## config.mk

```make
export PLATFORM = sky130hd
export DESIGN_NAME = ddr_init_seq
export DESIGN_NICKNAME = d
export VERILOG_FILES = /design/src/rtl/ddr_init_pkg.sv /design/src/rtl/ddr_init_ctrl.sv /design/src/rtl/ddr_init_dpath.sv /design/src/rtl/ddr_init_seq.sv
export SDC_FILE = /design/constraint.sdc
export NUM_CORES = 1
export LEC_CHECK = 0
export ABC_AREA = 1
export BUFFER_PORTS_ARGS = -buffer_cell sky130_fd_sc_hd__buf_2
export CORE_MARGIN = 5
export CORE_UTILIZATION = 42
export CTS_BUF_LIST = sky130_fd_sc_hd__clkbuf_16
export CTS_CLUSTER_SIZE = 14
export DETAILED_ROUTE_END_ITERATION = 10
export PLACE_DENSITY = 0.69
export RECOVER_POWER = 100
export SYNTH_ARGS = -nofsm -noshare
export SYNTH_HDL_FRONTEND = slang
export SYNTH_SLANG_ARGS = --single-unit
```

## constraint.sdc

```tcl
create_clock -name clk -period 4.59 [get_ports clk]
set_input_delay 0.6885 -clock clk [delete_from_list [all_inputs] [get_ports clk]]
set_output_delay 0.6885 -clock clk [all_outputs]
set_load 0.02 [all_outputs]
```

## src/rtl/ddr_init_pkg.sv

```systemverilog
package ddr_init_pkg;

  typedef enum logic [2:0] {
    CMD_SELF   = 3'd0,
    CMD_NOP    = 3'd1,
    CMD_PRE    = 3'd2,
    CMD_MRS    = 3'd3,
    CMD_EMRS   = 3'd4,
    CMD_CBR    = 3'd6,
    CMD_NORMAL = 3'd7
  } cmd_e;

  localparam int MODE_W        = 12;
  localparam int NUM_STEPS     = 14;
  localparam int STEP_W        = $clog2(NUM_STEPS);
  localparam int DLL_RESET_BIT = 8;
  localparam int BASE_SHIFT    = 25;

  // strobes from control to datapath
  typedef struct packed {
    logic clearRun;
    logic scan;
    logic emitNorm;
    logic setDone;
    logic clrDone;
    logic dllRst;
    cmd_e cmd;
  } seq_ctl_t;

  function automatic cmd_e stepCmd(input logic [STEP_W-1:0] idx);
    cmd_e c;
    case (idx)
      4'd0:    c = CMD_NOP;
      4'd1:    c = CMD_PRE;
      4'd2:    c = CMD_EMRS;
      4'd3:    c = CMD_MRS;
      4'd4:    c = CMD_PRE;
      4'd13:   c = CMD_MRS;
      default: c = CMD_CBR;
    endcase
    return c;
  endfunction

endpackage

```

## src/rtl/ddr_init_ctrl.sv

```systemverilog
module ddr_init_ctrl
  import ddr_init_pkg::*;
#(
  parameter int NUM_RANKS = 4,
  parameter int WAIT_CYC  = 20000,
  localparam int RIDX_W   = (NUM_RANKS > 1) ? $clog2(NUM_RANKS) : 1,
  localparam int WCNT_W   = $clog2(WAIT_CYC + 1)
) (
  input  logic              clk,
  input  logic              rstN,
  input  logic              startPulse,
  output seq_ctl_t          ctl,
  output logic [RIDX_W-1:0] rankIdx
);

  typedef enum logic [2:0] {S_IDLE, S_SCAN, S_WAIT, S_NORM, S_FIN} state_e;

  state_e            state;
  logic [STEP_W-1:0] stepIdx;
  logic [WCNT_W-1:0] waitCnt;

  localparam logic [RIDX_W-1:0] LAST_RANK = RIDX_W'(NUM_RANKS - 1);
  localparam logic [STEP_W-1:0] LAST_STEP = STEP_W'(NUM_STEPS - 1);
  localparam logic [WCNT_W-1:0] LAST_WAIT = WCNT_W'(WAIT_CYC - 1);

  always_ff @(posedge clk or negedge rstN) begin
    if (!rstN) begin
      state   <= S_IDLE;
      stepIdx <= '0;
      rankIdx <= '0;
      waitCnt <= '0;
    end else begin
      case (state)
        S_IDLE: if (startPulse) begin
          state   <= S_SCAN;
          stepIdx <= '0;
          rankIdx <= '0;
        end
        S_SCAN: if (rankIdx == LAST_RANK) begin
          state   <= S_WAIT;
          waitCnt <= '0;
        end else begin
          rankIdx <= rankIdx + 1'b1;
        end
        S_WAIT: if (waitCnt == LAST_WAIT) begin
          rankIdx <= '0;
          if (stepIdx == LAST_STEP) begin
            state <= S_NORM;
          end else begin
            stepIdx <= stepIdx + 1'b1;
            state   <= S_SCAN;
          end
        end else begin
          waitCnt <= waitCnt + 1'b1;
        end
        S_NORM:  state <= S_FIN;
        S_FIN:   state <= S_IDLE;
        default: state <= S_IDLE;
      endcase
    end
  end

  always_comb begin
    ctl.clearRun = (state == S_WAIT) || (state == S_IDLE && startPulse);
    ctl.scan     = (state == S_SCAN);
    ctl.emitNorm = (state == S_NORM);
    ctl.setDone  = (state == S_FIN);
    ctl.clrDone  = (state == S_IDLE) && startPulse;
    ctl.dllRst   = (stepIdx == STEP_W'(3));
    ctl.cmd      = stepCmd(stepIdx);
  end

endmodule

```

## src/rtl/ddr_init_dpath.sv

```systemverilog
module ddr_init_dpath
  import ddr_init_pkg::*;
#(
  parameter int NUM_RANKS = 4,
  parameter int BOUND_W   = 8,
  parameter int ADDR_W    = 32,
  localparam int RIDX_W   = (NUM_RANKS > 1) ? $clog2(NUM_RANKS) : 1
) (
  input  logic                         clk,
  input  logic                         rstN,
  input  seq_ctl_t                     ctl,
  input  logic [RIDX_W-1:0]            rankIdx,
  input  logic [NUM_RANKS*BOUND_W-1:0] rankEnds,
  input  logic [MODE_W-1:0]            modeWord,
  input  logic [MODE_W-1:0]            extModeWord,
  output logic                         cmdValid,
  output logic [2:0]                   cmdCode,
  output logic [ADDR_W-1:0]            cmdAddr,
  output logic                         done
);

  logic [BOUND_W-1:0] endArr [NUM_RANKS];
  logic [BOUND_W-1:0] runStart;
  logic [BOUND_W-1:0] endSel;
  logic               hit;
  logic [MODE_W-1:0]  word;
  logic [ADDR_W-1:0]  mapped;
  logic [ADDR_W-1:0]  base;

  for (genvar r = 0; r < NUM_RANKS; r++) begin : g_unpack
    assign endArr[r] = rankEnds[r*BOUND_W +: BOUND_W];
  end

  always_comb begin
    endSel = endArr[rankIdx];
    hit    = endSel > runStart;
    base   = ADDR_W'(runStart) << BASE_SHIFT;
    if (ctl.cmd == CMD_EMRS)
      word = extModeWord;
    else if (ctl.dllRst)
      word = modeWord | (MODE_W'(1) << DLL_RESET_BIT);
    else
      word = modeWord & ~(MODE_W'(1) << DLL_RESET_BIT);
    if (ctl.cmd == CMD_MRS || ctl.cmd == CMD_EMRS)
      mapped = ADDR_W'({word[11], word[9:0], 3'b000});
    else
      mapped = '0;
  end

  always_ff @(posedge clk or negedge rstN) begin
    if (!rstN) begin
      runStart <= '0;
      cmdValid <= 1'b0;
      cmdCode  <= 3'd0;
      cmdAddr  <= '0;
      done     <= 1'b0;
    end else begin
      cmdValid <= 1'b0;
      if (ctl.clearRun) runStart <= '0;
      if (ctl.scan && hit) begin
        cmdValid <= 1'b1;
        cmdCode  <= ctl.cmd;
        cmdAddr  <= base + mapped;
        runStart <= endSel;
      end
      if (ctl.emitNorm) begin
        cmdValid <= 1'b1;
        cmdCode  <= CMD_NORMAL;
        cmdAddr  <= '0;
      end
      if (ctl.clrDone)      done <= 1'b0;
      else if (ctl.setDone) done <= 1'b1;
    end
  end

endmodule

```

## src/rtl/ddr_init_seq.sv

```systemverilog
module ddr_init_seq
  import ddr_init_pkg::*;
#(
  parameter int NUM_RANKS = 4,
  parameter int BOUND_W   = 8,
  parameter int ADDR_W    = 32,
  parameter int CLK_MHZ   = 100,
  parameter int WAIT_US   = 200,
  localparam int WAIT_CYC = CLK_MHZ * WAIT_US,
  localparam int RIDX_W   = (NUM_RANKS > 1) ? $clog2(NUM_RANKS) : 1
) (
  input  logic                         clk,
  input  logic                         rstN,
  input  logic                         startPulse,
  input  logic [NUM_RANKS*BOUND_W-1:0] rankEnds,
  input  logic [11:0]                  modeWord,
  input  logic [11:0]                  extModeWord,
  output logic                         cmdValid,
  output logic [2:0]                   cmdCode,
  output logic [ADDR_W-1:0]            cmdAddr,
  output logic                         done
);

  seq_ctl_t          ctl;
  logic [RIDX_W-1:0] rankIdx;

  ddr_init_ctrl #(.NUM_RANKS(NUM_RANKS), .WAIT_CYC(WAIT_CYC)) u_ctrl (
    .clk(clk), .rstN(rstN), .startPulse(startPulse),
    .ctl(ctl), .rankIdx(rankIdx)
  );

  ddr_init_dpath #(.NUM_RANKS(NUM_RANKS), .BOUND_W(BOUND_W), .ADDR_W(ADDR_W)) u_dpath (
    .clk(clk), .rstN(rstN), .ctl(ctl), .rankIdx(rankIdx),
    .rankEnds(rankEnds), .modeWord(modeWord), .extModeWord(extModeWord),
    .cmdValid(cmdValid), .cmdCode(cmdCode), .cmdAddr(cmdAddr), .done(done)
  );

endmodule

```

; ---- Word level (Yosys, flattened, before mapping)
; Index checks and enable logic that the tools add are counted.
[totals]
n_memories = 0
out_inout_bits = 37
mem_bits_rw = 0
in_bits = 59
wordCells = 86
latch_bits = 0
romBits = 0
ff_bits = 69
[op_classes]
n_shift = 0
n_eq_ne = 19
reduce_logical = 18
div = 0
magnitude_cmp = 2
mux = 33
mul = 0
add_sub_neg = 4
n_bitwise = 1
[op_table]
columns = op, n
row1 = 2-to-1 mux 32 bit, 2
row2 = adder 32 bit, 1
row3 = 2-to-1 mux 8 bit, 4
row4 = 2-to-1 mux 15 bit, 2
row5 = case mux 15 bit (2 select lines), 1
row6 = case mux 3 bit (4 select lines), 2
row7 = binary-select mux 8 bit (select 2 bit), 1
row8 = "adder 15 x 1 -> 15 bit, second input constant", 1
row9 = "equality test 15 bit, second input constant", 1
row10 = 2-to-1 mux 3 bit, 5
row11 = 2-to-1 mux 14 bit, 1
row12 = 2-to-1 mux 12 bit, 1
row13 = 2-to-1 mux 4 bit, 3
row14 = "inequality test 2 bit, second input constant", 5
row15 = nonzero test 2 bit, 5
row16 = "equality test 3 x 2 -> 1 bit, second input constant", 3
row17 = 2-to-1 mux 9 bit, 1
row18 = "equality test 4 x 2 -> 1 bit, second input constant", 2
row19 = > comparator 8 bit, 1
row20 = 2-to-1 mux 2 bit, 4
row21 = case mux 4 bit (2 select lines), 1
row22 = AND reduction 4 bit, 2
row23 = "equality test 3 bit, second input constant", 2
row24 = case mux 2 bit (3 select lines), 1
row25 = other kinds (18), 25

; ---- Logic depth before layout (Yosys ltp)
; Gate-level depths: netlist (run 1).
[logic_depth]
depth_word = 9
depth_mapped = 17
ltp_nobuf = 15

; ---- Hierarchy
; A second synthesis (run 1) with hierarchy kept.
[hier_totals]
cells_unflattened = 516
hier_area_um2 = 3729.8
[modules_own_cells]
columns = module, n_inst, seq_area_each_um2, area_each_um2, cells_each
row1 = ddr_init_dpath, 1, 775.7, 2088.3, 281
row2 = ddr_init_ctrl, 1, 600.6, 1641.6, 235

; ---- Least setup slack after synthesis (run 1)
; Ideal clock, no wire load.
[synth_timing]
path_type = register -> register
startpoint = register u_ctrl.rankIdx[0]
endpoint = register u_dpath.cmdCode[2]
path_stages_with_launch = 15
setup_time_ps = 117
t_required_ps = 4473
arrival_ps = 2193
n_path_buf = 3
setup_slack_ps = 2281
synth_period_minus_slack_ps = 2309
path_cell_list = dfrtp_1 buf_2 inv_1 buf_2 nor2_1 o22ai_1 ha_1 a21o_1 nor2_2 nand2_1 nand2_1 buf_2 nand2_1 nand2_1 nand2_1
[synth_via]
elab_chain_cells = 7
[synth_rtl]
columns = item, line_no
row1 = "start, declared", ddr_init_ctrl.sv:13  ; output logic [RIDX_W-1:0] rankIdx
row2 = "start signal, assigned", ddr_init_ctrl.sv:43  ; rankIdx <= rankIdx + 1'b1;
row3 = NOT 2 -> 3 bit (implied by the code), ddr_init_dpath.sv:35  ; endSel = endArr[rankIdx];
row4 = binary-select mux 8 bit (select 2 bit), ddr_init_dpath.sv:35
row5 = 2-to-1 mux 8 bit (implied by the code) (2 in series), ddr_init_dpath.sv:35
row6 = > comparator 8 bit, ddr_init_dpath.sv:36  ; hit = endSel > runStart;
row7 = logical AND 1 bit, ddr_init_dpath.sv:60  ; if (ctl.scan && hit) begin
row8 = nonzero test 2 bit (no line), -
row9 = "end signal, assigned", ddr_init_dpath.sv:62  ; cmdCode <= ctl.cmd;
row10 = "end, declared", ddr_init_dpath.sv:17  ; output logic [2:0] cmdCode,
; Every way passes these cells. The select of a mux whose other input is x is not followed.
; A chain may end at the register's enable or synchronous reset.

; ---- Final worst setup path (run 1)
[layout_timing]
startpoint = register u_ctrl.rankIdx[0]
endpoint = register u_dpath.cmdAddr[13]
[layout_via]
elab_chain_cells = 7
[layout_rtl]
columns = item, line_no
row1 = NOT 2 -> 3 bit (implied by the code), ddr_init_dpath.sv:35
row2 = binary-select mux 8 bit (select 2 bit), ddr_init_dpath.sv:35
row3 = 2-to-1 mux 8 bit (implied by the code) (2 in series), ddr_init_dpath.sv:35
row4 = > comparator 8 bit, ddr_init_dpath.sv:36
row5 = logical AND 1 bit, ddr_init_dpath.sv:60
row6 = nonzero test 2 bit (no line), -
row7 = "end signal, assigned", ddr_init_dpath.sv:63  ; cmdAddr <= base + mapped;
row8 = "end, declared", ddr_init_dpath.sv:18  ; output logic [ADDR_W-1:0] cmdAddr,
; Every way passes these cells. The select of a mux whose other input is x is not followed.

==> results of run 1 <==
[cell usage in the layout (no fill, tap or decap)]
| cell type | netlist | final |
|---|---|---|
| inv_6 | 0 | 1 |
| o21ai_0 | 43 | 49 |
| or2_2 | 2 | 2 |
| o22ai_1 | 7 | 7 |
| dfrtp_1 | 55 | 55 |
| nand3_1 | 59 | 62 |
| xnor2_1 | 1 | 1 |
| inv_1 | 39 | 40 |
| clkbuf_16 | 0 | 5 |
| nor2_2 | 4 | 4 |
| nor3_1 | 3 | 3 |
| conb_1 | 1 | 14 |
| inv_8 | 0 | 1 |
| a22o_1 | 1 | 1 |
| o31ai_1 | 1 | 1 |
| nand2_1 | 124 | 124 |
| clkbuf_1 | 1 | 25 |
| nand4_1 | 18 | 18 |
| nand2_2 | 3 | 3 |
| nor2_1 | 33 | 33 |
| a21o_1 | 1 | 1 |
| or2_1 | 1 | 1 |
| ha_1 | 14 | 14 |
| xor2_1 | 3 | 3 |
| buf_2 | 12 | 55 |
| nand3_2 | 4 | 1 |
| a21oi_4 | 1 | 1 |
| nor2_4 | 1 | 1 |
| inv_2 | 6 | 5 |
| a32o_1 | 1 | 1 |
| a21oi_2 | 1 | 1 |
| a31oi_1 | 1 | 1 |
| a21oi_1 | 6 | 6 |
| o21bai_1 | 1 | 1 |
| clkinvlp_4 | 0 | 1 |
[worst paths after layout]
path / start / to / slack (ns) / cells past startpoint
min in group asynchronous: rstN / u_dpath.cmdAddr[10] / 1.44 / 2
setup reg to reg: u_ctrl.rankIdx[0] / u_dpath.cmdAddr[13] / 1.24 / 11
max in group asynchronous: rstN / u_ctrl.waitCnt[14] / 1.51 / 2
hold / removal: u_dpath.done / u_dpath.done / 0.50 / 1
setup / recovery: u_ctrl.rankIdx[0] / u_dpath.cmdAddr[13] / 1.24 / 11
hold reg to reg: u_dpath.done / u_dpath.done / 0.50 / 1
[metal layers]
layer / wire length, um / global-route usage, % / up-vias
li1: - / - / 1675
met1: 3600 / 21.0 / 1476
met2: 3990 / 27.5 / 66
met3: 476 / 2.56 / 4
met4: 44 / 4.29 / 0
met5: 0 / 0 / -
[Yosys cell counts (all sizes together)]
library cell	n
xor2	3
conb	1
nand2	127
dfrtp	55
o31ai	1
nand3	63
ha	14
o21ai	49
nand4	18
a21o	1
clkbuf	1
xnor2	1
o22ai	7
inv	45
a22o	1
a32o	1
o21bai	1
buf	30
nor2	38
or2	3
a31oi	1
nor3	3
a21oi	8
[sequential cells by signal (all words and copies together), names as in the netlist]
name,count
u_ctrl.waitCnt,15
u_dpath.cmdCode,3
u_ctrl.state,3
u_dpath.cmdValid,1
u_dpath.runStart,8
u_ctrl.rankIdx,2
u_dpath.done,1
u_ctrl.stepIdx,4
u_dpath.cmdAddr,18
[power breakdown]
group	internal, mW	switching [mW]
Clock	0.208	0.186
Combinational	0.322	0.769
Sequential	0.609	0.0975
[cell families after synthesis]
| logic type | count (synthesis) |
|---|---|
| AO/OA/AOI/OAI | 70 |
| XOR/XNOR | 4 |
| adder cells (fa/ha/maj) | 14 |
| buffers and inverters | 76 |
| flip-flops | 55 |
| other | 1 |
| AND/OR/NAND/NOR | 252 |
[cell type report]
class	count	area [sq um]
fill	813	4170
multi-input combinational	354	1770
sequential	55	1380
timing repair buffer	80	369
inverter	45	169
tap	105	131
clock buffer	5	125
clock inverter	3	27.5
==> metrics.txt, run 1 <==
status complete, but fails checks; failing checks capacitance limit, slew limit; Setup crit start kind flop; CTS Buffer Depth 2; Final Instance Area 0.00396 sq mm; library cells used by synthesis 34; Post-Route WL 8110 um; post-CTS setup buffer count 0; slowest stage cell, crit path dfrtp_1; initial drt markers 145; fraction of layout cells with a size suffix above 1 14.9%; delay-heaviest family, CP simple AND/OR/NAND/NOR gates; worst path cell trace inv_1, o21ai_0, o22ai_1, ha_1, a21o_1, nor2_2, nand2_1, nand2_1, clkbuf_1, nand3_1, nand2_1; Min Hold Slack 0.504 ns; Worst Path Buf+Inv 2; Setup TNS 0 ns; Vias 3221; post-place setup slack 1.28 ns; max-slew violations 56; Avg Cell Area, Syn 7.37 sq um; Max-cap violations 1; final worst slack 1.24 ns; Die H 101 um; fin nets 614; RSZ-0062 raised after global routing false; critical path type reg2reg; global-route wire length before repair 13500 um; GRT overflow 0; H-Tree Depth 2; #FFs+latches synth 55; DR WL/cell 12.5 um; Post-DRT Antenna Nets 0; Period minus WS final 3.35 ns; clock skew 0.00700 ns; Worst setup EP type flop; initial antenna violation count 0; hold buffers post-CTS 0; leak pwr 2.01 nW; GR Util All Layers 16.0%; fmax 298 MHz; Max transition margin -94.8%; Gate Count Post-Synth 472; Synth top area share 39.6%; mux contribution to synthesized area 0%; DR pass1 iterations 4; hpwl dp 6050 um; Yosys warnings 0; IO Pins 96; main combinational cell family by area after synthesis simple AND/OR/NAND/NOR gates; CP arrival 3.58 ns; PD cells 553 mW/mm^2; Tightest Hold Check Type reg2reg; Synth Area in Compound Gates 11.3%; Antenna Diode Count 0; CTS tree yes; Cell Area, Placed 0.00386 sq mm; maximum VDD drop 200 uV; Hold Fails Final Rpt 0; Post-Synth Simple-Gate Area 32.4%; endpoints failing setup 0; Worst Path Required 4.82 ns; total power 2.19 mW; Clock transition at path regs 0.08 ns; biggest area consumer among synthesized cells dfrtp_1; synth top area cells dfrtp_1 (40%), nand2_1 (13%), nand3_1 (8.5%); Root Buffer Master clkbuf_16; initial core utilization 42.8%; Final Util 48.7%; largest net degree at the start of global routing 56; Placed Cells 639; CTS buffer count 5; later-pin clock latency in the skew report 0.30 ns; vias in the first global route 3027; CTS sink count 55; row cnt 33; Final GP Congestion 0.845; xor and xnor area share after synthesis 1.01%; DRC 0; Post-Synth Adder-Cell Area 5.03%; Avg Vias per Cell 4.98; CP most frequent cell nand2_1; Crit path largest cell delay 0.67 ns; synth-to-layout area growth 13.9%; Finished Layout Cells 647; Worst Max-Slew Pin Slew 2.92 ns; die area 0.0102 sq mm; PortBufs 78; post_cts resized 0; Mapped Area 0.00348 sq mm; worst-path maximum fanout 22; core area 0.00813 sq mm; fin crit share 73.0%; Seq/Total Area, Yosys 39.6%; DIE WIDTH 101 um
No activity file was read; power rests on OpenSTA's default activity.
==> run 2: changes to the inputs <==
PLACE_DENSITY = 0.72   (was 0.69)
clock period = 2.7 ns   (was 4.59 ns; I/O delays follow)
==> metrics.txt, run 2 (synthesis results as in run 1) <==
Post-Route WL 8260 um; synth-to-layout area growth 14.9%; initial core utilization 42.8%; Largest regs u_dpath.cmdAddr (18), u_ctrl.waitCnt (15), u_dpath.runStart (8); max FFs per register 18; Hold Fails Final Rpt 0; largest net degree at the start of global routing 36; commonest non-fill, non-tap cell in the layout nand2_1; Max transition margin 22.7%; Fillers 818; IO Pins 96; r2r endpoint u_dpath.runStart[7]; core area 0.00813 sq mm; max-slew violations 0; CP most frequent cell nand2_1; Final Util 49.1%; fin crit share 91.7%; multi-input logic area 0.00177 sq mm; PortBufs 78; Die H 101 um; die area 0.0102 sq mm; GRT overflow 0; H-Tree Depth 2; Finished Layout Cells 650; PD cells 949 mW/mm^2; GR Util All Layers 16.3%; Period minus WS final 2.48 ns; CTS sink count 55; Avg Vias per Cell 5.14; Tightest Hold Check Type in2async; fraction of layout cells with a size suffix above 1 16.1%; later-pin clock latency in the skew report 0.29 ns; CTS tree yes; DRC 0; commonest cells after routing, fill and taps aside nand2_1 (123), nand3_1 (62), dfrtp_1 (55); worst path cell trace clkinvlp_4, o21ai_0, o22ai_1, ha_1, nand2_1, nand2_1, nand2_1, nand2_1, nand2_1, nand2_1, nand2_2, nand2_1, o21ai_0; initial antenna violation count 0; CTS buffer count 5; hpwl dp 6300 um; global-route wire length before repair 13900 um; Biggest register u_dpath.cmdAddr; endpoints failing setup 0; slowest stage cell, crit path dfrtp_1; fin nets 617; Setup crit start kind flop; Worst Max-Slew Pin Slew 1.16 ns; status finished clean; clock skew 0.00519 ns; hold buffers post-CTS 0; vias in the first global route 3129; critical path type reg2reg; Worst Path Required 2.91 ns; leak pwr 2.03 nW; CTS Buffer Depth 2; initial drt markers 134; FF+latch area 0.00138 sq mm; Crit path largest cell delay 0.40 ns; worst-path maximum fanout 17; DIE WIDTH 101 um; Antenna Diode Count 0; Placed Cells 642; CP arrival 2.68 ns; Vias 3341; Post-DRT Antenna Nets 0; setup slack, reg-to-reg 0.22 ns; Clock transition at path regs 0.08 ns; DR pass1 iterations 5; RR Startpoint u_ctrl.rankIdx[0]; DR WL/cell 12.7 um; fmax 404 MHz; row cnt 33; Final GP Congestion 0.844; Root Buffer Master clkbuf_16; Max-cap violations 0; cells on worst reg2reg path 13; Worst setup EP type flop; maximum VDD drop 405 uV
## run 2: metal layers
| metal | track usage, % | wire length (um) | share of wire (%) |
|---|---|---|---|
| met4 | 3.07 | 72 | 0.87 |
| met1 | 20.7 | 3600 | 44 |
| met5 | 0 | 0 | 0 |
| met3 | 3.04 | 611 | 7.4 |
| met2 | 28.9 | 3980 | 48 |
## run 2: area by class of cell
type / count / share of cell area (%)
inverter: 45 / 4.32
clock inverter: 3 / 0.689
tap: 105 / 3.29
sequential: 55 / 34.4
timing repair buffer: 83 / 9.89
multi-input combinational: 354 / 44.2
clock buffer: 5 / 3.13
## run 2: worst max-delay path by stage
stage,start,end,slack (ns)
floorplan,u_ctrl.rankIdx[0],u_dpath.cmdCode[2],0.39
CTS,u_ctrl.rankIdx[1],u_dpath.runStart[7],0.03
global placement,u_ctrl.rankIdx[1],u_dpath.runStart[7],0.12
finish,u_ctrl.rankIdx[0],u_dpath.runStart[7],0.22
global route,u_ctrl.rankIdx[0],u_dpath.runStart[1],-0.0006
detailed placement,u_ctrl.rankIdx[0],u_dpath.runStart[4],0.08
## run 2: repair_timing
item | in CTS | in global routing
setup endpoints to repair | 0 | 26
setup buffers | 0 | 0
gates resized for setup | 0 | 4
## run 2: stage by stage
step | setup slack (ns) | instance area, sq um | power [mW] | setup TNS, ns | hold WS (ns)
final | 0.225 | 4000 | 3.79 | 0 | 0.314
after global routing | -0.000588 | 4000 | 4.15 | -0.000588 | 0.443
after CTS | 0.0303 | 4040 | 3.86 | 0 | 0.0843
after detailed placement | 0.0756 | 3880 | 3.17 | 0 | 0.401
after global placement | 0.123 | 3880 | 3.10 | 0 | 0.391
after floorplan | 0.391 | 3530 | 2.71 | 0 | 0.109
## run 2: power by group
group	internal (mW)	switching (mW)	total (mW)
Clock	0.354	0.317	0.671
Combinational	0.585	1.35	1.93
Sequential	1.03	0.153	1.19
## run 2: worst max-delay path: cells and delay by family (launching register included)
family	cells	cell delay, ns
DFF	1	0.40
AOI/OAI and AO/OA	3	0.62
buffers and inverters	1	0.25
adders and majority gates	1	0.31
and+or+nand+nor	8	0.82
